<file path="src/rtl/spi_tgt_pkg.sv">
package spi_tgt_pkg;

    typedef enum logic [1:0] {
        A_CTRL = 2'd0,
        A_IRQ  = 2'd1,
        A_STAT = 2'd2,
        A_DATA = 2'd3
    } reg_sel_e;

    localparam int CTRL_ON   = 6;
    localparam int CTRL_HOST = 4;
    localparam int CTRL_CPOL = 3;
    localparam int CTRL_CPHA = 2;
    localparam int STAT_DONE = 7;

endpackage

</file>
<file path="src/rtl/spi_tgt_sync.sv">
module spi_tgt_sync #(
    parameter int            N       = 1,
    parameter int            STAGES  = 2,
    parameter logic [N-1:0]  RST_VAL = '0
) (
    input  logic         clk,
    input  logic         rst_n,
    input  logic [N-1:0] async_i,
    output logic [N-1:0] sync_o
);

    logic [STAGES-1:0][N-1:0] chain_d, chain_q;

    always_comb begin
        chain_d = {chain_q[STAGES-2:0], async_i};
    end

    always_ff @(posedge clk or negedge rst_n) begin
        if (!rst_n) chain_q <= {STAGES{RST_VAL}};
        else        chain_q <= chain_d;
    end

    assign sync_o = chain_q[STAGES-1];

endmodule

</file>
<file path="src/rtl/spi_tgt_shift.sv">
module spi_tgt_shift #(
    parameter int DW = 8
) (
    input  logic          clk,
    input  logic          rst_n,
    input  logic          en_i,
    input  logic          cpol_i,
    input  logic          cpha_i,
    input  logic          sck_i,
    input  logic          mosi_i,
    input  logic          ss_n_i,
    input  logic [DW-1:0] tx_i,
    output logic          done_o,
    output logic [DW-1:0] rx_o,
    output logic          miso_o,
    output logic          miso_oe_o
);

    localparam int            CW   = (DW > 1) ? $clog2(DW) : 1;
    localparam logic [CW-1:0] LAST = CW'(DW - 1);

    typedef struct packed {
        logic          sck_prev;
        logic          act;
        logic [CW-1:0] cnt;
        logic [DW-1:0] txb;
        logic [DW-1:0] rxb;
        logic [DW-1:0] rxw;
        logic          miso;
        logic          oe;
        logic          done;
    } shift_st_t;

    shift_st_t s_d, s_q;
    logic rise, fall, lead, trail, samp, shft;
    logic [DW-1:0] cur;

    always_comb begin
        rise  = sck_i & ~s_q.sck_prev;
        fall  = ~sck_i & s_q.sck_prev;
        lead  = cpol_i ? fall : rise;
        trail = cpol_i ? rise : fall;
        samp  = cpha_i ? trail : lead;
        shft  = cpha_i ? lead : trail;
        cur   = s_q.act ? s_q.txb : tx_i;

        s_d          = s_q;
        s_d.sck_prev = sck_i;
        s_d.done     = 1'b0;
        s_d.oe       = en_i & ~ss_n_i;

        if (!en_i || ss_n_i) begin
            // idle or aborted: drop any partial byte
            s_d.act = 1'b0;
            s_d.cnt = '0;
            s_d.rxb = '0;
            s_d.txb = tx_i;
            if (!cpha_i) s_d.miso = tx_i[DW-1];
        end else begin
            // between bytes the shifter follows the data register
            if (!s_q.act) begin
                s_d.txb = tx_i;
                if (!cpha_i) s_d.miso = tx_i[DW-1];
            end
            if (shft && cpha_i) begin
                s_d.miso = cur[DW-1];
                s_d.txb  = cur << 1;
                s_d.act  = 1'b1;
            end else if (shft && s_q.act) begin
                s_d.miso = s_q.txb[DW-2];
                s_d.txb  = s_q.txb << 1;
            end
            if (samp && (s_q.act || !cpha_i)) begin
                s_d.rxb = {s_q.rxb[DW-2:0], mosi_i};
                if (s_q.cnt == LAST) begin
                    s_d.done = 1'b1;
                    s_d.rxw  = {s_q.rxb[DW-2:0], mosi_i};
                    s_d.cnt  = '0;
                    s_d.act  = 1'b0;
                end else begin
                    s_d.cnt = s_q.cnt + 1'b1;
                    s_d.act = 1'b1;
                end
            end
        end
    end

    always_ff @(posedge clk or negedge rst_n) begin
        if (!rst_n) s_q <= '0;
        else        s_q <= s_d;
    end

    assign done_o    = s_q.done;
    assign rx_o      = s_q.rxw;
    assign miso_o    = s_q.miso;
    assign miso_oe_o = s_q.oe;

    // a byte can only complete while selected and enabled
    a_r5_done_needs_select: assert property (@(posedge clk) disable iff (!rst_n)
        done_o |-> $past(!ss_n_i && en_i));

    // an abort leaves the engine at bit zero on the next cycle
    a_r8_abort_restarts: assert property (@(posedge clk) disable iff (!rst_n)
        (ss_n_i && s_q.cnt != '0) |=> (s_q.cnt == '0 && !done_o));

endmodule

</file>
<file path="src/rtl/spi_tgt_regs.sv">
module spi_tgt_regs
    import spi_tgt_pkg::*;
#(
    parameter int DW = 8
) (
    input  logic          clk,
    input  logic          rst_n,
    input  logic          wr_i,
    input  logic          rd_i,
    input  logic [1:0]    addr_i,
    input  logic [DW-1:0] wdata_i,
    input  logic          done_i,
    input  logic [DW-1:0] rx_i,
    output logic [DW-1:0] rdata_o,
    output logic [DW-1:0] data_o,
    output logic          en_o,
    output logic          cpol_o,
    output logic          cpha_o,
    output logic          irq_o
);

    typedef struct packed {
        logic [DW-1:0] ctrl;
        logic          ie;
        logic [DW-1:0] data;
        logic          flag;
        logic          armed;
    } reg_st_t;

    reg_st_t r_d, r_q;

    always_comb begin
        r_d = r_q;
        if (wr_i) begin
            unique case (addr_i)
                A_CTRL:  r_d.ctrl = wdata_i;
                A_IRQ:   r_d.ie   = wdata_i[0];
                A_DATA:  r_d.data = wdata_i;
                default: ;
            endcase
        end
        if (rd_i && addr_i == A_STAT && r_q.flag) r_d.armed = 1'b1;
        if ((rd_i || wr_i) && addr_i == A_DATA && r_q.armed) begin
            r_d.flag  = 1'b0;
            r_d.armed = 1'b0;
        end
        if (done_i) begin
            r_d.data  = rx_i;
            r_d.flag  = 1'b1;
            r_d.armed = 1'b0;
        end
    end

    always_ff @(posedge clk or negedge rst_n) begin
        if (!rst_n) r_q <= '0;
        else        r_q <= r_d;
    end

    always_comb begin
        rdata_o = '0;
        if (rd_i) begin
            unique case (addr_i)
                A_CTRL:  rdata_o = r_q.ctrl;
                A_IRQ:   rdata_o[0] = r_q.ie;
                A_STAT:  rdata_o[STAT_DONE] = r_q.flag;
                default: rdata_o = r_q.data;
            endcase
        end
    end

    assign data_o = r_q.data;
    assign en_o   = r_q.ctrl[CTRL_ON] & ~r_q.ctrl[CTRL_HOST];
    assign cpol_o = r_q.ctrl[CTRL_CPOL];
    assign cpha_o = r_q.ctrl[CTRL_CPHA];
    assign irq_o  = r_q.flag & r_q.ie;

    // completion sets the flag and loads the received byte
    a_r5_flag_on_done: assert property (@(posedge clk) disable iff (!rst_n)
        done_i |=> r_q.flag);
    a_r5_data_takes_rx: assert property (@(posedge clk) disable iff (!rst_n)
        done_i |=> (r_q.data == $past(rx_i)));

    // the flag only rises on completion and only falls after a status read
    a_r6_flag_rise_cause: assert property (@(posedge clk) disable iff (!rst_n)
        $rose(r_q.flag) |-> $past(done_i));
    a_r6_flag_fall_cause: assert property (@(posedge clk) disable iff (!rst_n)
        $fell(r_q.flag) |-> $past(r_q.armed && addr_i == A_DATA));

endmodule

</file>
<file path="src/rtl/spi_tgt_periph.sv">
module spi_tgt_periph
    import spi_tgt_pkg::*;
#(
    parameter int DW          = 8,
    parameter int SYNC_STAGES = 2
) (
    input  logic          clk,
    input  logic          rst_n,
    input  logic          reg_wr,
    input  logic          reg_rd,
    input  logic [1:0]    reg_addr,
    input  logic [DW-1:0] reg_wdata,
    output logic [DW-1:0] reg_rdata,
    output logic          irq,
    input  logic          sck,
    input  logic          mosi,
    input  logic          ss_n,
    output logic          miso,
    output logic          miso_oe
);

    localparam int RUNW = $clog2(SYNC_STAGES + 2);
    localparam logic [RUNW-1:0] RUN_MAX = RUNW'(SYNC_STAGES);

    logic [2:0]    pins_s;
    logic          en, cpol, cpha, done;
    logic [DW-1:0] data, rx;

    spi_tgt_sync #(
        .N       (3),
        .STAGES  (SYNC_STAGES),
        .RST_VAL (3'b100)
    ) u_sync (
        .clk     (clk),
        .rst_n   (rst_n),
        .async_i ({ss_n, mosi, sck}),
        .sync_o  (pins_s)
    );

    spi_tgt_regs #(.DW(DW)) u_regs (
        .clk     (clk),
        .rst_n   (rst_n),
        .wr_i    (reg_wr),
        .rd_i    (reg_rd),
        .addr_i  (reg_addr),
        .wdata_i (reg_wdata),
        .done_i  (done),
        .rx_i    (rx),
        .rdata_o (reg_rdata),
        .data_o  (data),
        .en_o    (en),
        .cpol_o  (cpol),
        .cpha_o  (cpha),
        .irq_o   (irq)
    );

    spi_tgt_shift #(.DW(DW)) u_shift (
        .clk       (clk),
        .rst_n     (rst_n),
        .en_i      (en),
        .cpol_i    (cpol),
        .cpha_i    (cpha),
        .sck_i     (pins_s[0]),
        .mosi_i    (pins_s[1]),
        .ss_n_i    (pins_s[2]),
        .tx_i      (data),
        .done_o    (done),
        .rx_o      (rx),
        .miso_o    (miso),
        .miso_oe_o (miso_oe)
    );

    // run length of select held high at the pin, for the R3 check
    logic [RUNW-1:0] ss_run_d, ss_run_q;

    always_comb begin
        ss_run_d = ss_run_q;
        if (!ss_n)                  ss_run_d = '0;
        else if (ss_run_q < RUN_MAX) ss_run_d = ss_run_q + 1'b1;
    end

    always_ff @(posedge clk or negedge rst_n) begin
        if (!rst_n) ss_run_q <= '0;
        else        ss_run_q <= ss_run_d;
    end

    // once select has been high through the synchroniser, the line is released
    a_r3_release_on_deselect: assert property (@(posedge clk) disable iff (!rst_n)
        (ss_n && ss_run_q >= RUN_MAX) |=> !miso_oe);

    // no interrupt without a completed byte since reset
    a_r7_irq_needs_frame: assert property (@(posedge clk) disable iff (!rst_n)
        $rose(irq) |-> ($past(done) || $past(reg_wr && reg_addr == A_IRQ)));

endmodule

</file>
<file path="config.mk">
export PLATFORM = sky130hd
export DESIGN_NAME = spi_tgt_periph
export DESIGN_NICKNAME = d
export VERILOG_FILES = /design/src/rtl/spi_tgt_pkg.sv /design/src/rtl/spi_tgt_sync.sv /design/src/rtl/spi_tgt_shift.sv /design/src/rtl/spi_tgt_regs.sv /design/src/rtl/spi_tgt_periph.sv
export SDC_FILE = /design/constraint.sdc
export NUM_CORES = 1
export LEC_CHECK = 0
export BUFFER_PORTS_ARGS = -buffer_cell sky130_fd_sc_hd__buf_2
export CAP_MARGIN = 20
export CORE_MARGIN = 2
export CORE_UTILIZATION = 48
export DETAILED_ROUTE_END_ITERATION = 16
export MAX_ROUTING_LAYER = met4
export PLACE_DENSITY = 0.63
export SLEW_MARGIN = 20
export SYNTH_ARGS = -nofsm -noshare
export SYNTH_HDL_FRONTEND = slang
export SYNTH_SLANG_ARGS = --single-unit
</file>
<file path="constraint.sdc">
create_clock -name clk -period 2.8 [get_ports clk]
set_clock_uncertainty 0.05 [all_clocks]
set_input_delay 0.56 -clock clk [delete_from_list [all_inputs] [get_ports clk]]
set_output_delay 0.56 -clock clk [all_outputs]
set_load 0.05 [all_outputs]
</file>
* Yosys cells after proc, flatten, opt, wreduce, memory -nomap -nowiden *
Index checks and enable logic that the tools add are counted.

operators by class
  mux-type cells = 30
  add/sub/neg operators = 1
  bitwise operators = 10
  eq/ne operators = 5
  reduce and logical (&&, ||, !) cells = 24

operators by type and width
  operator                                                         count
  8-bit 2-to-1 mux                                                 7
  20-bit 2-to-1 mux                                                1
  16-bit 2-to-1 mux                                                1
  1-bit 2-to-1 mux                                                 14
  6-bit case mux with 2 select lines                               1
  10-bit 2-to-1 mux                                                1
  4-bit 2-to-1 mux                                                 2
  2-bit nonzero test                                               4
  1-bit logical AND                                                7
  1-bit case mux with 3 select lines                               2
  2-bit AND reduction                                              3
  3-bit nonzero test                                               2
  1-bit AND                                                        5
  1-bit inverter                                                   5
  2-bit == test, second input constant                             2
  4-bit != test, second input constant                             1
  3-bit by 1-bit adder with 3-bit output, second input constant    1
  3-bit == test, second input constant                             1
  1-bit logical OR                                                 3
  3-bit AND reduction                                              1
  2-bit by 1-bit == test with 1-bit output, second input constant  1
  1-bit logical NOT                                                2
  2-bit logical NOT                                                1
  2-bit 2-to-1 mux                                                 1
  2-bit OR reduction                                               1

storage, ports and cells
  logic and storage cells = 86
  output and inout bits = 11
  bits of input ports = 17
  register bits after elaboration = 56

* Depth between registers and ports, before layout *
  depth after elaboration = 8
  mapped depth = 7
  gate-level depth less buffers = 5

* By module *
A second synthesis with hierarchy kept.

unflattened totals
  cell total of the unflattened synthesis = 294
  area total of the unflattened synthesis = 3040.4 µm²

modules (own cells, without submodules)
  module         area an instance (µm²)  instances  sequential area each (µm²)  cells an instance
  spi_tgt_shift  1771.7                  1          775.7                       181
  spi_tgt_regs   1116.1                  1          475.5                       107
  spi_tgt_sync   152.6                   1          152.6                       6

* Worst setup path after synthesis *
OpenSTA, ideal clock, no wires.

  path kind = in2out
  start point = input reg_addr[0]
  end point = output reg_rdata[1]
  data arrival time = 1.711 ns
  buffers on the path = 1
  setup slack = 0.479 ns
  stages on the path = 4
  required time = 2.190 ns
  cells stage by stage = and2_1 -> clkbuf_1 -> a22oi_1 -> nor2b_1

on the way
  longest elaborated chain between the ends = 4
  elaborated cells on any way between the ends = 6
  those cells by class = 2 x eq/ne; 2 x mux; 2 x reduce/logical

ends and longest elaborated chain
  item                                                                       RTL line              source
  start: declaration                                                         spi_tgt_periph.sv:11  input logic [1:0] reg_addr,
  2-bit by 1-bit == test with 1-bit output or 2-bit == test (tied branches)  spi_tgt_regs.sv:62    unique case (addr_i)
  2-bit OR reduction (no line)                                               -
  6-bit case mux with 2 select lines (*)                                     spi_tgt_regs.sv:62
  8-bit 2-to-1 mux (*)                                                       spi_tgt_regs.sv:61    if (rd_i) begin
  end: declaration                                                           spi_tgt_periph.sv:13  output logic [DW-1:0] reg_rdata,

Every way passes the cells marked *; elsewhere a longest branch is shown, timed or not.

* Worst setup path after layout *
  start point = input reg_addr[1]
  end point = output reg_rdata[3]

The elaborated chain is that of the path after synthesis.

==> impl_metrics.py <==
metrics = {
    "run_status": {
        "status": "finished, final reports clean",
    },
    "yosys": {
        "async_flop_share_pct": 100.0,
        "ys_warn_count": 0,
        "synth_ff_type": "dfrtp_1",
        "yosysSeqAreaShare_pct": 50.45,
        "ys_seq_elements": 56,
        "syn_inst": 238,
        "synth_top_area_cell": "dfrtp_1",
        "synth_area_um2": 2783,
        "synth_top_area_share_pct": 48.56,
        "synth-edff-count": 0,
        "synth_cell_type_count": 45,
        "synth_nets": 257,
        "syn_avg_cell_area_um2": 11.69,
        "synth.area.top_cells": "dfrtp_1, mux2i_1, mux2_2",
    },
    "worst_setup_path": {
        "crit_required_ps": 2190,
        "rr_worst_depth": 5,
        "setup.worst_path.class": "primary input to output pin",
        "critPathCaptureType": "output pin",
        "critical_path_arrival_ps": 1660,
        "crit_path_max_fanout": 8,
        "max_stage_delay_ps": 390,
        "path_cells": "buf_2 -> nor2_1 -> a22oi_1 -> nor2b_1 -> buf_2",
        "r2r_setup_slack_ps": 700,
        "slowest_stage": "nor2_1",
        "cp-start-kind": "primary input",
        "regToRegEndpoint": "u_shift.s_q[25]",
        "cp_common_cell": "buf_2",
        "r2r_start": "u_regs.cpha_o",
        "cp-startpoint": "reg_addr[1]",
    },
    "timing": {
        "rsz0062_at_grt": "false",
        "max_slew.worst_pin.slew_ps": 707.2,
        "setup_viol": 0,
        "drv_slew": 0,
        "hold_violations": 0,
        "fmax_ghz": 0.4413,
        "max_slew_margin_pct": 52.85,
        "fin_setup_tns_ps": 0,
        "fin_crit_sh_pct": 80.92,
        "period_needed_ps": 2266,
        "finalWorstSetupSlack_ps": 534.2,
    },
    "place": {
        "io_buffers": 27,
        "place.gp.congestion": 0.8167,
        "place_hpwl_mm": 3.671,
        "dpl_cell_area_um2": 2988,
        "dp_slack_ps": 533.0,
    },
    "clock_network": {
        "cts_setup_buffers": 0,
        "clk_pin_slew_ps": 100,
        "clock-root-buffer": "clkbuf_8",
        "cts_buffer_depth": 2,
        "hold_buffers": 0,
        "cts_made_buffers": 5,
        "h-tree-depth": 2,
        "cts_sinks": 56,
        "post_cts_resized": 0,
        "clk_latency_ps": 310,
        "cts_tree": "built",
    },
    "routing": {
        "routed_wl_mm": 5.206,
        "vias": 1808,
        "wl_per_cell_um": 15.40,
        "vias_per_cell": 5.349,
        "remaining_drc_errors": 0,
        "firstDrtPassIters": 5,
        "drtAntennaViolNets": 0,
        "drtIter0Drc": 144,
    },
    "final_layout": {
        "drive_gt1_share_pct": 27.07,
        "final_cell_area_um2": 3084,
        "final_nets": 284,
        "mostFrequentLayoutCells": "dfrtp_1, buf_2, mux2i_1",
        "layout_commonest_cell": "dfrtp_1",
        "area_delta_synth_final_pct": 10.84,
        "diodes": 0,
        "final_util_pct": 55.67,
    },
    "floorplan": {
        "placementRows": 27,
        "start_util_pct": 50.23,
        "die_h_um": 80.14,
        "core-area_um2": 5540,
        "die_area_um2": 6422,
        "die_x_um": 80.14,
        "pin_count": 28,
    },
    "power_and_ir_drop": {
        "p_per_area_nw_per_um2": 598.1,
        "p_leak_nw": 1.400,
        "ir_worst_vdd_uv": 322.0,
    },
    "hold_path": {
        "hp-class": "primary input to register",
        "hold_end": "u_sync.chain_d[5]",
        "hold_start": "ss_n",
        "holdPathStages": 1,
    },
    "grt": {
        "grt_pass1_vias": 1715,
        "grt_overflow_total": 0,
        "grt_pass1_wl_mm": 8.783,
        "grt_max_degree": 57,
        "grt_usage_pct": 18.31,
        "antenna_found_initial": 0,
    },
    "flow_run": {
        "cap_violations": 0,
    },
}
-- power by group --
| group | internal, W | switching, W | total, W |
|---|---|---|---|
| logic | 0.000178 | 0.000222 | 0.000399 |
| registers | 0.000892 | 0.0000896 | 0.000981 |
| clock network | 0.000184 | 0.000280 | 0.000464 |
| total | 0.00125 | 0.000591 | 0.00184 |
-- flip-flops by register name, indices dropped and copies added, names as in the netlist --
signal             flops
u_regs.cpha_o          1
u_regs.cpol_o          1
u_regs.data_o          8
u_regs.r_q             9
u_shift.done_o         1
u_shift.miso_o         1
u_shift.miso_oe_o      1
u_shift.rx_o           8
u_shift.s_q           20
u_sync.chain_d         3
u_sync.sync_o          3
-- through the flow --
step	instances	hold WS, ps	total power [W]
6_report	338	285.3	0.001845
5_1_grt	338	268.7	0.001945
4_1_cts	338	274.0	0.001865
3_5_place_dp	330	284.7	0.001399
3_3_place_gp	330	284.1	0.001394
2_1_floorplan	238	214.4	0.001289
-- layer usage --
metal / vias up / track usage [%] / share of wire, %
li1: 910 / - / -
met1: 862 / 27.53 / 52
met2: 31 / 25.58 / 44
met3: 5 / 3.483 / 3.4
met4: 0 / 4.576 / 0.98
met5: - / - / 0
-- worst max-delay path by stage --
stage                         endpoint  slack, ps
after floorplan           reg_rdata[1]        480
after global placement    reg_rdata[2]        570
after detailed placement  reg_rdata[3]        530
after CTS                 reg_rdata[3]        530
after global routing      reg_rdata[3]        370
final                     reg_rdata[3]        530
-- kinds of logic (layout without fill, tap and decap cells) --
logic type                 count (synthesis)  in the layout  share of synthesized area, %
adders and majority gates                  2              2                        0.8991
DFF                                       56             56                         50.45
muxes                                     53             53                         21.76
and+or+nand+nor                           58             58                         10.97
xor gates and xnor gates                   1              1                        0.9893
AOI/OAI and AO/OA                         53             53                         12.46
buffers and inverters                     15             43                         2.473
-- Yosys cell counts (2+ instances only) --
cell and n:
o21ai_1 4, a21oi_1 9, buf_2 4, a22oi_1 7
nand2b_1 3, mux2_1 2, dfstp_2 2, mux2_2 16
ha_1 2, nor3_1 2, mux2_4 8, mux2i_1 26
nand3b_1 3, o22ai_1 3, nand2_1 13, clkbuf_1 6
inv_1 2, dfrtp_1 54, buf_4 2, nor2b_1 7
o21ai_0 12, a22o_1 2, and2_1 4, a21o_1 4
o21a_1 2, nor2_1 20
-- final cells by class --
| class | instances | area, um2 |
|---|---|---|
| clock buffer | 5 | 68.82 |
| sequential | 56 | 1404 |
| clock inverter | 3 | 27.53 |
| inverter | 3 | 11.26 |
| fill | 508 | 2456 |
| timing repair buffer | 32 | 172.7 |
| multi-input combinational | 167 | 1310 |
| tap | 72 | 90.09 |
-- critical path, delay by kind of cell --
kind            cells  cell delay (ps)
buf+inv             2              400
simple gates        2              520
compound gates      1              170
Power figures use the tool's default switching activity.
